$ cat src/rtl/uart_brk_tx_pkg.sv
`timescale 1ns/1ps
package uart_brk_tx_pkg;
    typedef enum logic {
        TX_IDLE  = 1'b0,
        TX_SHIFT = 1'b1
    } tx_phase_e;
endpackage

$ cat src/rtl/uart_brk_tx_timer.sv
`timescale 1ns/1ps
// Sub-bit tick counter: marks the baud tick that completes a bit period.
module uart_brk_tx_timer #(
    parameter int TICKS_PER_BIT = 16
) (
    input  logic                             clk,
    input  logic                             rst_n,
    input  logic                             run,
    input  logic                             clear,
    input  logic                             tick,
    output logic [$clog2(TICKS_PER_BIT)-1:0] cnt,
    output logic                             wrap
);
    localparam int CNT_W = $clog2(TICKS_PER_BIT);
    localparam logic [CNT_W-1:0] LAST = CNT_W'(TICKS_PER_BIT - 1);

    typedef struct packed {
        logic [CNT_W-1:0] cnt;
    } tmr_s;

    tmr_s s_d, s_q;

    always_comb begin
        s_d  = s_q;
        wrap = run && tick && (s_q.cnt == LAST);
        if (clear || !run) begin
            s_d.cnt = '0;
        end else if (tick) begin
            s_d.cnt = wrap ? '0 : s_q.cnt + 1'b1;
        end
    end

    always_ff @(posedge clk or negedge rst_n) begin
        if (!rst_n) s_q <= '0;
        else        s_q <= s_d;
    end

    assign cnt = s_q.cnt;

    p_cnt_range_r1: assert property (@(posedge clk) disable iff (!rst_n)
        s_q.cnt <= LAST);
    p_hold_no_tick_r1: assert property (@(posedge clk) disable iff (!rst_n)
        (run && !tick && !clear) |=> $stable(s_q.cnt));
endmodule

$ cat src/rtl/uart_brk_tx_shifter.sv
`timescale 1ns/1ps
// Frame builder and serializer.
module uart_brk_tx_shifter
    import uart_brk_tx_pkg::*;
#(
    parameter int DATA_W = 9
) (
    input  logic              clk,
    input  logic              rst_n,
    input  logic              load,
    input  logic              nine,
    input  logic [DATA_W-1:0] data,
    input  logic              step,
    output logic              busy,
    output logic              serial
);
    localparam int FRAME_W = DATA_W + 2;
    localparam int IDX_W   = $clog2(FRAME_W);
    localparam logic [IDX_W-1:0] LAST_LONG  = IDX_W'(FRAME_W - 1);
    localparam logic [IDX_W-1:0] LAST_SHORT = IDX_W'(FRAME_W - 2);

    typedef struct packed {
        tx_phase_e          phase;
        logic               nine;
        logic [IDX_W-1:0]   idx;
        logic [FRAME_W-1:0] shreg;
    } shf_s;

    shf_s s_d, s_q;
    logic last_bit;

    always_comb begin
        s_d      = s_q;
        last_bit = (s_q.idx == (s_q.nine ? LAST_LONG : LAST_SHORT));
        if (load) begin
            s_d.phase = TX_SHIFT;
            s_d.nine  = nine;
            s_d.idx   = '0;
            s_d.shreg = nine ? {1'b1, data, 1'b0}
                             : {2'b11, data[DATA_W-2:0], 1'b0};
        end else if ((s_q.phase == TX_SHIFT) && step) begin
            if (last_bit) begin
                s_d.phase = TX_IDLE;
                s_d.shreg = '1;
            end else begin
                s_d.idx   = s_q.idx + 1'b1;
                s_d.shreg = {1'b1, s_q.shreg[FRAME_W-1:1]};
            end
        end
    end

    always_ff @(posedge clk or negedge rst_n) begin
        if (!rst_n) begin
            s_q.phase <= TX_IDLE;
            s_q.nine  <= 1'b0;
            s_q.idx   <= '0;
            s_q.shreg <= '1;
        end else begin
            s_q <= s_d;
        end
    end

    assign busy   = (s_q.phase == TX_SHIFT);
    assign serial = s_q.shreg[0];

    p_load_idle_r2: assert property (@(posedge clk) disable iff (!rst_n)
        load |-> !busy);
    p_idx_bound_r1: assert property (@(posedge clk) disable iff (!rst_n)
        busy |-> (s_q.idx <= (s_q.nine ? LAST_LONG : LAST_SHORT)));
    p_stay_busy_r4: assert property (@(posedge clk) disable iff (!rst_n)
        (busy && !step) |=> busy);
endmodule

$ cat src/rtl/uart_brk_tx_clkgen.sv
`timescale 1ns/1ps
// Companion clock: low for the first half of a bit period, high for the second.
module uart_brk_tx_clkgen #(
    parameter int TICKS_PER_BIT = 16
) (
    input  logic                             sync_en,
    input  logic                             run,
    input  logic [$clog2(TICKS_PER_BIT)-1:0] cnt,
    output logic                             sclk
);
    localparam int CNT_W = $clog2(TICKS_PER_BIT);
    localparam logic [CNT_W-1:0] HALF = CNT_W'(TICKS_PER_BIT / 2);

    always_comb begin
        sclk = sync_en && run && (cnt >= HALF);
    end
endmodule

$ cat src/rtl/uart_brk_tx.sv
`timescale 1ns/1ps
module uart_brk_tx #(
    parameter int TICKS_PER_BIT = 16,
    parameter int DATA_W        = 9
) (
    input  logic              clk,
    input  logic              rst_n,
    input  logic              cfg_nine,
    input  logic              cfg_sync,
    input  logic              cfg_cont_clk,
    input  logic              ctl_brk,
    input  logic              ctl_dis,
    input  logic              baud_tick,
    input  logic [DATA_W-1:0] in_data,
    input  logic              in_valid,
    output logic              in_ready,
    output logic              txd,
    output logic              sclk,
    output logic              busy,
    output logic              dis_stat
);
    localparam int CNT_W = $clog2(TICKS_PER_BIT);

    typedef struct packed {
        logic stopped;
    } top_s;

    top_s s_d, s_q;

    logic             free_clk, run, wrap, load, serial;
    logic [CNT_W-1:0] cnt;

    always_comb begin
        free_clk = cfg_sync && cfg_cont_clk;
        run      = busy || free_clk;
        in_ready = !busy && !ctl_dis && (!free_clk || wrap);
        load     = in_valid && in_ready;
        txd      = ctl_brk ? 1'b0 : (busy ? serial : 1'b1);
        s_d         = s_q;
        s_d.stopped = ctl_dis && !busy;
    end

    always_ff @(posedge clk or negedge rst_n) begin
        if (!rst_n) s_q <= '0;
        else        s_q <= s_d;
    end

    assign dis_stat = s_q.stopped;

    uart_brk_tx_timer #(.TICKS_PER_BIT(TICKS_PER_BIT)) u_timer (
        .clk   (clk),
        .rst_n (rst_n),
        .run   (run),
        .clear (load),
        .tick  (baud_tick),
        .cnt   (cnt),
        .wrap  (wrap)
    );

    uart_brk_tx_shifter #(.DATA_W(DATA_W)) u_shifter (
        .clk    (clk),
        .rst_n  (rst_n),
        .load   (load),
        .nine   (cfg_nine),
        .data   (in_data),
        .step   (wrap),
        .busy   (busy),
        .serial (serial)
    );

    uart_brk_tx_clkgen #(.TICKS_PER_BIT(TICKS_PER_BIT)) u_clkgen (
        .sync_en (cfg_sync),
        .run     (run),
        .cnt     (cnt),
        .sclk    (sclk)
    );

    p_stat_idle_r5: assert property (@(posedge clk) disable iff (!rst_n)
        dis_stat |-> !busy);
    p_stat_clear_r5: assert property (@(posedge clk) disable iff (!rst_n)
        !ctl_dis |=> !dis_stat);
    p_start_handshake_r2: assert property (@(posedge clk) disable iff (!rst_n)
        $rose(busy) |-> ($past(in_valid) && !$past(ctl_dis)));
    p_cont_aligned_r7: assert property (@(posedge clk) disable iff (!rst_n)
        ($rose(busy) && $past(free_clk)) |-> $past(wrap));
endmodule

$ cat config.mk
export PLATFORM = sky130hd
export DESIGN_NAME = uart_brk_tx
export DESIGN_NICKNAME = d
export VERILOG_FILES = /design/src/rtl/uart_brk_tx_pkg.sv /design/src/rtl/uart_brk_tx_timer.sv /design/src/rtl/uart_brk_tx_shifter.sv /design/src/rtl/uart_brk_tx_clkgen.sv /design/src/rtl/uart_brk_tx.sv
export SDC_FILE = /design/constraint.sdc
export NUM_CORES = 1
export LEC_CHECK = 0
export CAP_MARGIN = 20
export CORE_ASPECT_RATIO = 1.75
export CORE_MARGIN = 1
export CORE_UTILIZATION = 50
export DETAILED_ROUTE_END_ITERATION = 6
export PLACE_DENSITY = 0.82
export SLEW_MARGIN = 20
export SYNTH_ARGS = -nofsm -noshare
export SYNTH_HDL_FRONTEND = slang
export SYNTH_SLANG_ARGS = --single-unit
$ cat constraint.sdc
create_clock -name clk -period 1.95 [get_ports clk]
set_input_delay 0.585 -clock clk [delete_from_list [all_inputs] [get_ports clk]]
set_output_delay 0.585 -clock clk [all_outputs]
set_load 0.01 [all_outputs]
## After elaboration in Yosys (flattened, before gate mapping)

Index checks and enable logic that the tools add are counted.

| operators by class | value |
|---|---|
| add/sub/neg operators | 2 |
| multiply operators | 0 |
| divide/modulo/power cells | 0 |
| $lt $le $gt $ge | 1 |
| equality and inequality tests | 3 |
| shift-type cells | 0 |
| mux-type cells | 14 |
| bitwise logic cells | 0 |
| reduce and logical (&&, ||, !) cells | 22 |

Operators with widths:

| cell | count |
|---|---|
| 15-bit 2-to-1 mux | 2 |
| 10-bit 2-to-1 mux | 2 |
| 4-bit 2-to-1 mux | 4 |
| 1-bit logical AND | 10 |
| 4-bit by 1-bit adder with 4-bit output, second input constant | 2 |
| 2-bit nonzero test | 3 |
| 1-bit 2-to-1 mux | 5 |
| 4-bit equality test | 1 |
| 4-bit equality test, second input constant | 1 |
| 4-bit >= comparator, second input constant | 1 |
| 1-bit zero test | 4 |
| 2-bit AND reduction | 2 |
| 1-bit logical OR | 3 |
| 2-bit 2-to-1 mux | 1 |
| 2-bit != test, second input constant | 1 |

| word-level totals | value |
|---|---|
| flip-flop bits (word level) | 22 |
| latch bits | 0 |
| bits in writable memories | 0 |
| bits in read-only memories | 0 |
| input port bits | 18 |
| output and inout port bits | 5 |
| logic and storage cells | 48 |
| memories kept | 0 |

## Depth between registers and ports, before layout

| depth | value |
|---|---|
| depth in word-level cells | 9 |
| mapped depth | 7 |

## By module

Synthesis repeated with hierarchy kept, for this count alone.

| second synthesis, totals | value |
|---|---|
| cell total of the unflattened synthesis | 119 |
| area total of the unflattened synthesis | 1147.4 um^2 |

Modules (own cells, without submodules):

| module | instances | cells each | area an instance (um^2) | sequential area each (um^2) |
|---|---|---|---|---|
| uart_brk_tx_shifter | 1 | 88 | 842.1 | 412.9 |
| uart_brk_tx_timer | 1 | 22 | 221.5 | 100.1 |
| uart_brk_tx | 1 | 8 | 77.6 | 25.0 |
| uart_brk_tx_clkgen | 1 | 1 | 6.3 | 0.0 |

## Worst setup path after synthesis

Ideal clock, no wire load.

| timing | value |
|---|---|
| kind | input to output |
| start point | input baud_tick |
| end point | output in_ready |
| arrival | 1274 ps |
| data required time | 1365 ps |
| path slack | 91 ps |
| stages | 5 |
| path buffers | 2 |
| cells stage by stage | buf_6 and4_4 buf_6 o21ai_0 nor2_1 |

| between the ends | value |
|---|---|
| word-level cells in the longest chain between the ends | 4 |

Ends and longest elaborated chain:

| what | RTL line | source |
|---|---|---|
| start: declaration | uart_brk_tx.sv:13 | `input logic baud_tick,` |
| 1-bit logical AND (2 in a row) | uart_brk_tx_timer.sv:25 | `wrap = run && tick && (s_q.cnt == LAST);` |
| 1-bit logical OR | uart_brk_tx.sv:36 | `in_ready = !busy && !ctl_dis && (!free_clk \|\| wrap);` |
| 1-bit logical AND | uart_brk_tx.sv:36 |  |
| end: declaration | uart_brk_tx.sv:16 | `output logic in_ready,` |

Every way passes these cells.

## Worst setup path after layout

| timing | value |
|---|---|
| start point | register u_timer.s_q, in the netlist u_timer.cnt[1] |
| end point | output in_ready |

| between the ends | value |
|---|---|
| word-level cells in the longest chain between the ends | 4 |

Ends and longest elaborated chain:

| what | RTL line | source |
|---|---|---|
| start: declaration | uart_brk_tx_timer.sv:21 | `tmr_s s_d, s_q;` |
| start signal: assignment | uart_brk_tx_timer.sv:34 | `if (!rst_n) s_q <= '0;` |
| start signal: assignment | uart_brk_tx_timer.sv:35 | `else s_q <= s_d;` |
| 4-bit equality test | uart_brk_tx_timer.sv:25 |  |
| 1-bit logical AND | uart_brk_tx_timer.sv:25 |  |
| 1-bit logical OR | uart_brk_tx.sv:36 |  |
| 1-bit logical AND | uart_brk_tx.sv:36 |  |

Every way passes these cells.

==> results.txt <==
final core utilization -> 71.90%
critical path endpoint category -> primary output
final hold slack -> 477.1 ps
H-tree levels -> 1
Worst-path clk slew -> 130 ps
gpl congestion -> 0.8006
PwrDens -> 917.1 mW/mm^2
I/O Buffers -> 22
clk buf depth -> 2
CTS hold repair buffers -> 0
final setup violation count -> 0
fin crit period -> 1925 ps
worst skew pair latency -> 320 ps
vias in the first global route -> 982
number of vias per cell -> 5.631
CP bufs+invs -> 1
Global Route Usage Sum -> 25.10%
Final Max Tran Viols -> 0
overall routed net length -> 2543 um
WP data required -> 1360 ps
CP max stage delay -> 410 ps
Post-synth ARST share -> 100.0%
top-area cell type share of the netlist area -> 23.99%
largest net degree at the start of global routing -> 22
final instance area -> 0.001524 sq mm
Fin. Hold Viols -> 0
critical path startpoint category -> flop
max_cap viols -> 0
TritonRoute pass-1 iters -> 4
total clock sinks -> 21
status -> completed
Final period util -> 98.71%
Yosys warnings -> 0
flip-flop and latch area -> 539.3 sq um
Area growth, synth to finish -> 32.82%
starting density of the core -> 54.13%
Post-DP HPWL -> 1908 um
Yosys reg bits -> 21
DIE HEIGHT -> 65.37 um
CP cell instances -> ha_4 -> and4_4 -> o21ai_2 -> nor2_1 -> buf_2
Syn Inst Count -> 104
crit path max fanout -> 3
Setup Skew -> 13.31 ps
DRC violations left -> 0
EDFF count, synth -> 0
Mapped Avg Cell Area -> 11.03 sq um
post-synthesis instance area -> 0.001147 sq mm
CTS Root Cell -> clkbuf_4
post-route ant nets -> 0
Worst Hold Class -> flop to flop
# fillers -> 175
critical path class -> flop to primary output
Netlist cell types -> 34
layout cell share with drive strength beyond 1 -> 34.03%
Post-Syn Nets -> 125
Critical-path top delay cell -> dfrtp_1
DR iter-0 viols -> 24
area leader, netlist -> dfrtp_1
per-cell routed wire length -> 15.14 um
nets -> 166
post-placement cell area -> 0.001476 sq mm
CTS Buf Count -> 3
sequential cell area fraction in the yosys report -> 46.89%
area of the multi-input gates -> 549.3 sq um
peak supply drop -> 0.0005334 V
GRT Residual Overflow -> 0
chip width -> 38.21 um
CTS tree -> done
worst slew pin tran -> 378.5 ps
max frequency -> 0.5195 GHz
Crit path max-delay family -> flip-flops
I/O Pins -> 23
Setup WS pre-CTS -> -673.9 ps
via count -> 946
std cell rows -> 22
static leakage -> 0.6814 nW
unrepaired setup endpoints after global routing -> true
first-pass GRT wire length -> 4278 um
core area -> 0.002120 sq mm
main area contributors after synthesis -> dfrtp_1, dfstp_2, o221a_1, nand2b_1, buf_6
number of diodes -> 0
die area -> 0.002498 sq mm
final worst slack -> 25.24 ps
Slew Limit Headroom -> 74.77%
initial antenna violation count -> 0
ys flop type -> dfrtp_1
WP data arrival -> 1340 ps
synth_stat cells, types with 2 or more instances:
cell	n
dfstp_2	10
buf_6	4
xor2_1	2
a21oi_1	5
nor2b_1	3
nor2_1	9
nand2b_1	8
nor3b_1	2
dfrtp_1	11
nand2_1	4
mux2i_1	3
o21ai_0	2
o221a_1	8
nand3_1	5
ha_1	3
inv_1	7
per-layer routing:
metal,share of wire (%),up-vias,track usage (%)
li1,-,451,-
met1,38,466,27.38
met2,56,24,44.28
met3,3.1,5,2.027
met4,2.6,0,14.73
met5,0,-,0
report_power, final:
| part | switching (mW) | total [mW] | leakage (nW) | internal (mW) |
|---|---|---|---|---|
| logic | 0.214 | 0.497 | 0.417 | 0.283 |
| registers | 0.0872 | 0.683 | 0.247 | 0.596 |
| clock network | 0.140 | 0.217 | 0.0177 | 0.0769 |
path summary, 6_finish.rpt:
| path | cells after the start | startpoint | slack, ps | end |
|---|---|---|---|---|
| max | 5 | u_timer.cnt[1] | 30 | in_ready |
| min | 2 | u_shifter.s_q[9] | 480 | u_shifter.s_q[9] |
| max reg2reg | 5 | u_timer.cnt[1] | 310 | u_shifter.s_q[15] |
| min reg2reg | 2 | u_shifter.s_q[9] | 480 | u_shifter.s_q[9] |
| max in group asynchronous | 2 | rst_n | 1090 | u_shifter.s_q[3] |
| min in group asynchronous | 2 | rst_n | 600 | u_shifter.busy |
worst reg2reg max path: stages, from the launching register on:
cell	delay (ps)
dfrtp_1	420
ha_4	180
and4_4	150
buf_4	170
o211ai_4	250
mux2_2	360
what timing repair did:
item	in CTS	in global routing
buffers inserted	0	2
pin swaps	2	0
gates resized for setup	15	3
setup endpoints to repair	4	4
cells by family (layout without fill, tap and decap cells):
group                      Yosys count  after routing  share of synthesized area (%)
DFF                                 21             21                          46.89
AOI/OAI and AO/OA                   23             23                          19.08
adders and majority gates            3              3                          3.272
buffers and inverters               13             53                          6.870
xor gates and xnor gates             2              2                          1.527
muxes                                4              4                          3.599
and+or+nand+nor                     38             38                          18.76
flip-flops by register name, summed over array words and instances, names as in the netlist:
register	flops
u_shifter.busy	1
u_shifter.serial	1
u_timer.cnt	4
u_shifter.s_q	14
dis_stat	1
per-stage QoR:
step | cells | setup TNS [ps] | power, mW
2_1_floorplan | 104 | 0 | 0.9355
3_3_place_gp | 162 | -3978 | 1.132
3_5_place_dp | 162 | -5728 | 1.167
4_1_cts | 166 | -0.09193 | 1.396
5_1_grt | 168 | -31.36 | 1.481
6_report | 168 | 0 | 1.398
placed cells by master (no fill, tap or decap), types with 2 or more instances in the layout:
cell	instances
nand3_1	5
mux2i_1	3
buf_2	2
a21oi_1	5
clkbuf_4	3
nand2_1	4
inv_1	7
nor2_1	9
dfrtp_1	10
nand2b_1	8
nor3b_1	2
dfstp_2	10
clkdlybuf4s50_1	16
buf_4	19
dlygate4sd2_1	4
ha_1	2
nor2b_1	2
xor2_1	2
o21ai_2	2
o221a_1	8
cell type report:
class | instances | area share [%]
Clock inverter | 1 | 0.3284
Inverter | 8 | 1.970
Timing Repair Buffer | 41 | 22.82
Tap cell | 24 | 1.970
Sequential cell | 21 | 35.39
Clock buffer | 3 | 1.478
Multi-Input combinational cell | 70 | 36.04
Note: power is estimated with default switching activity, not from simulation.
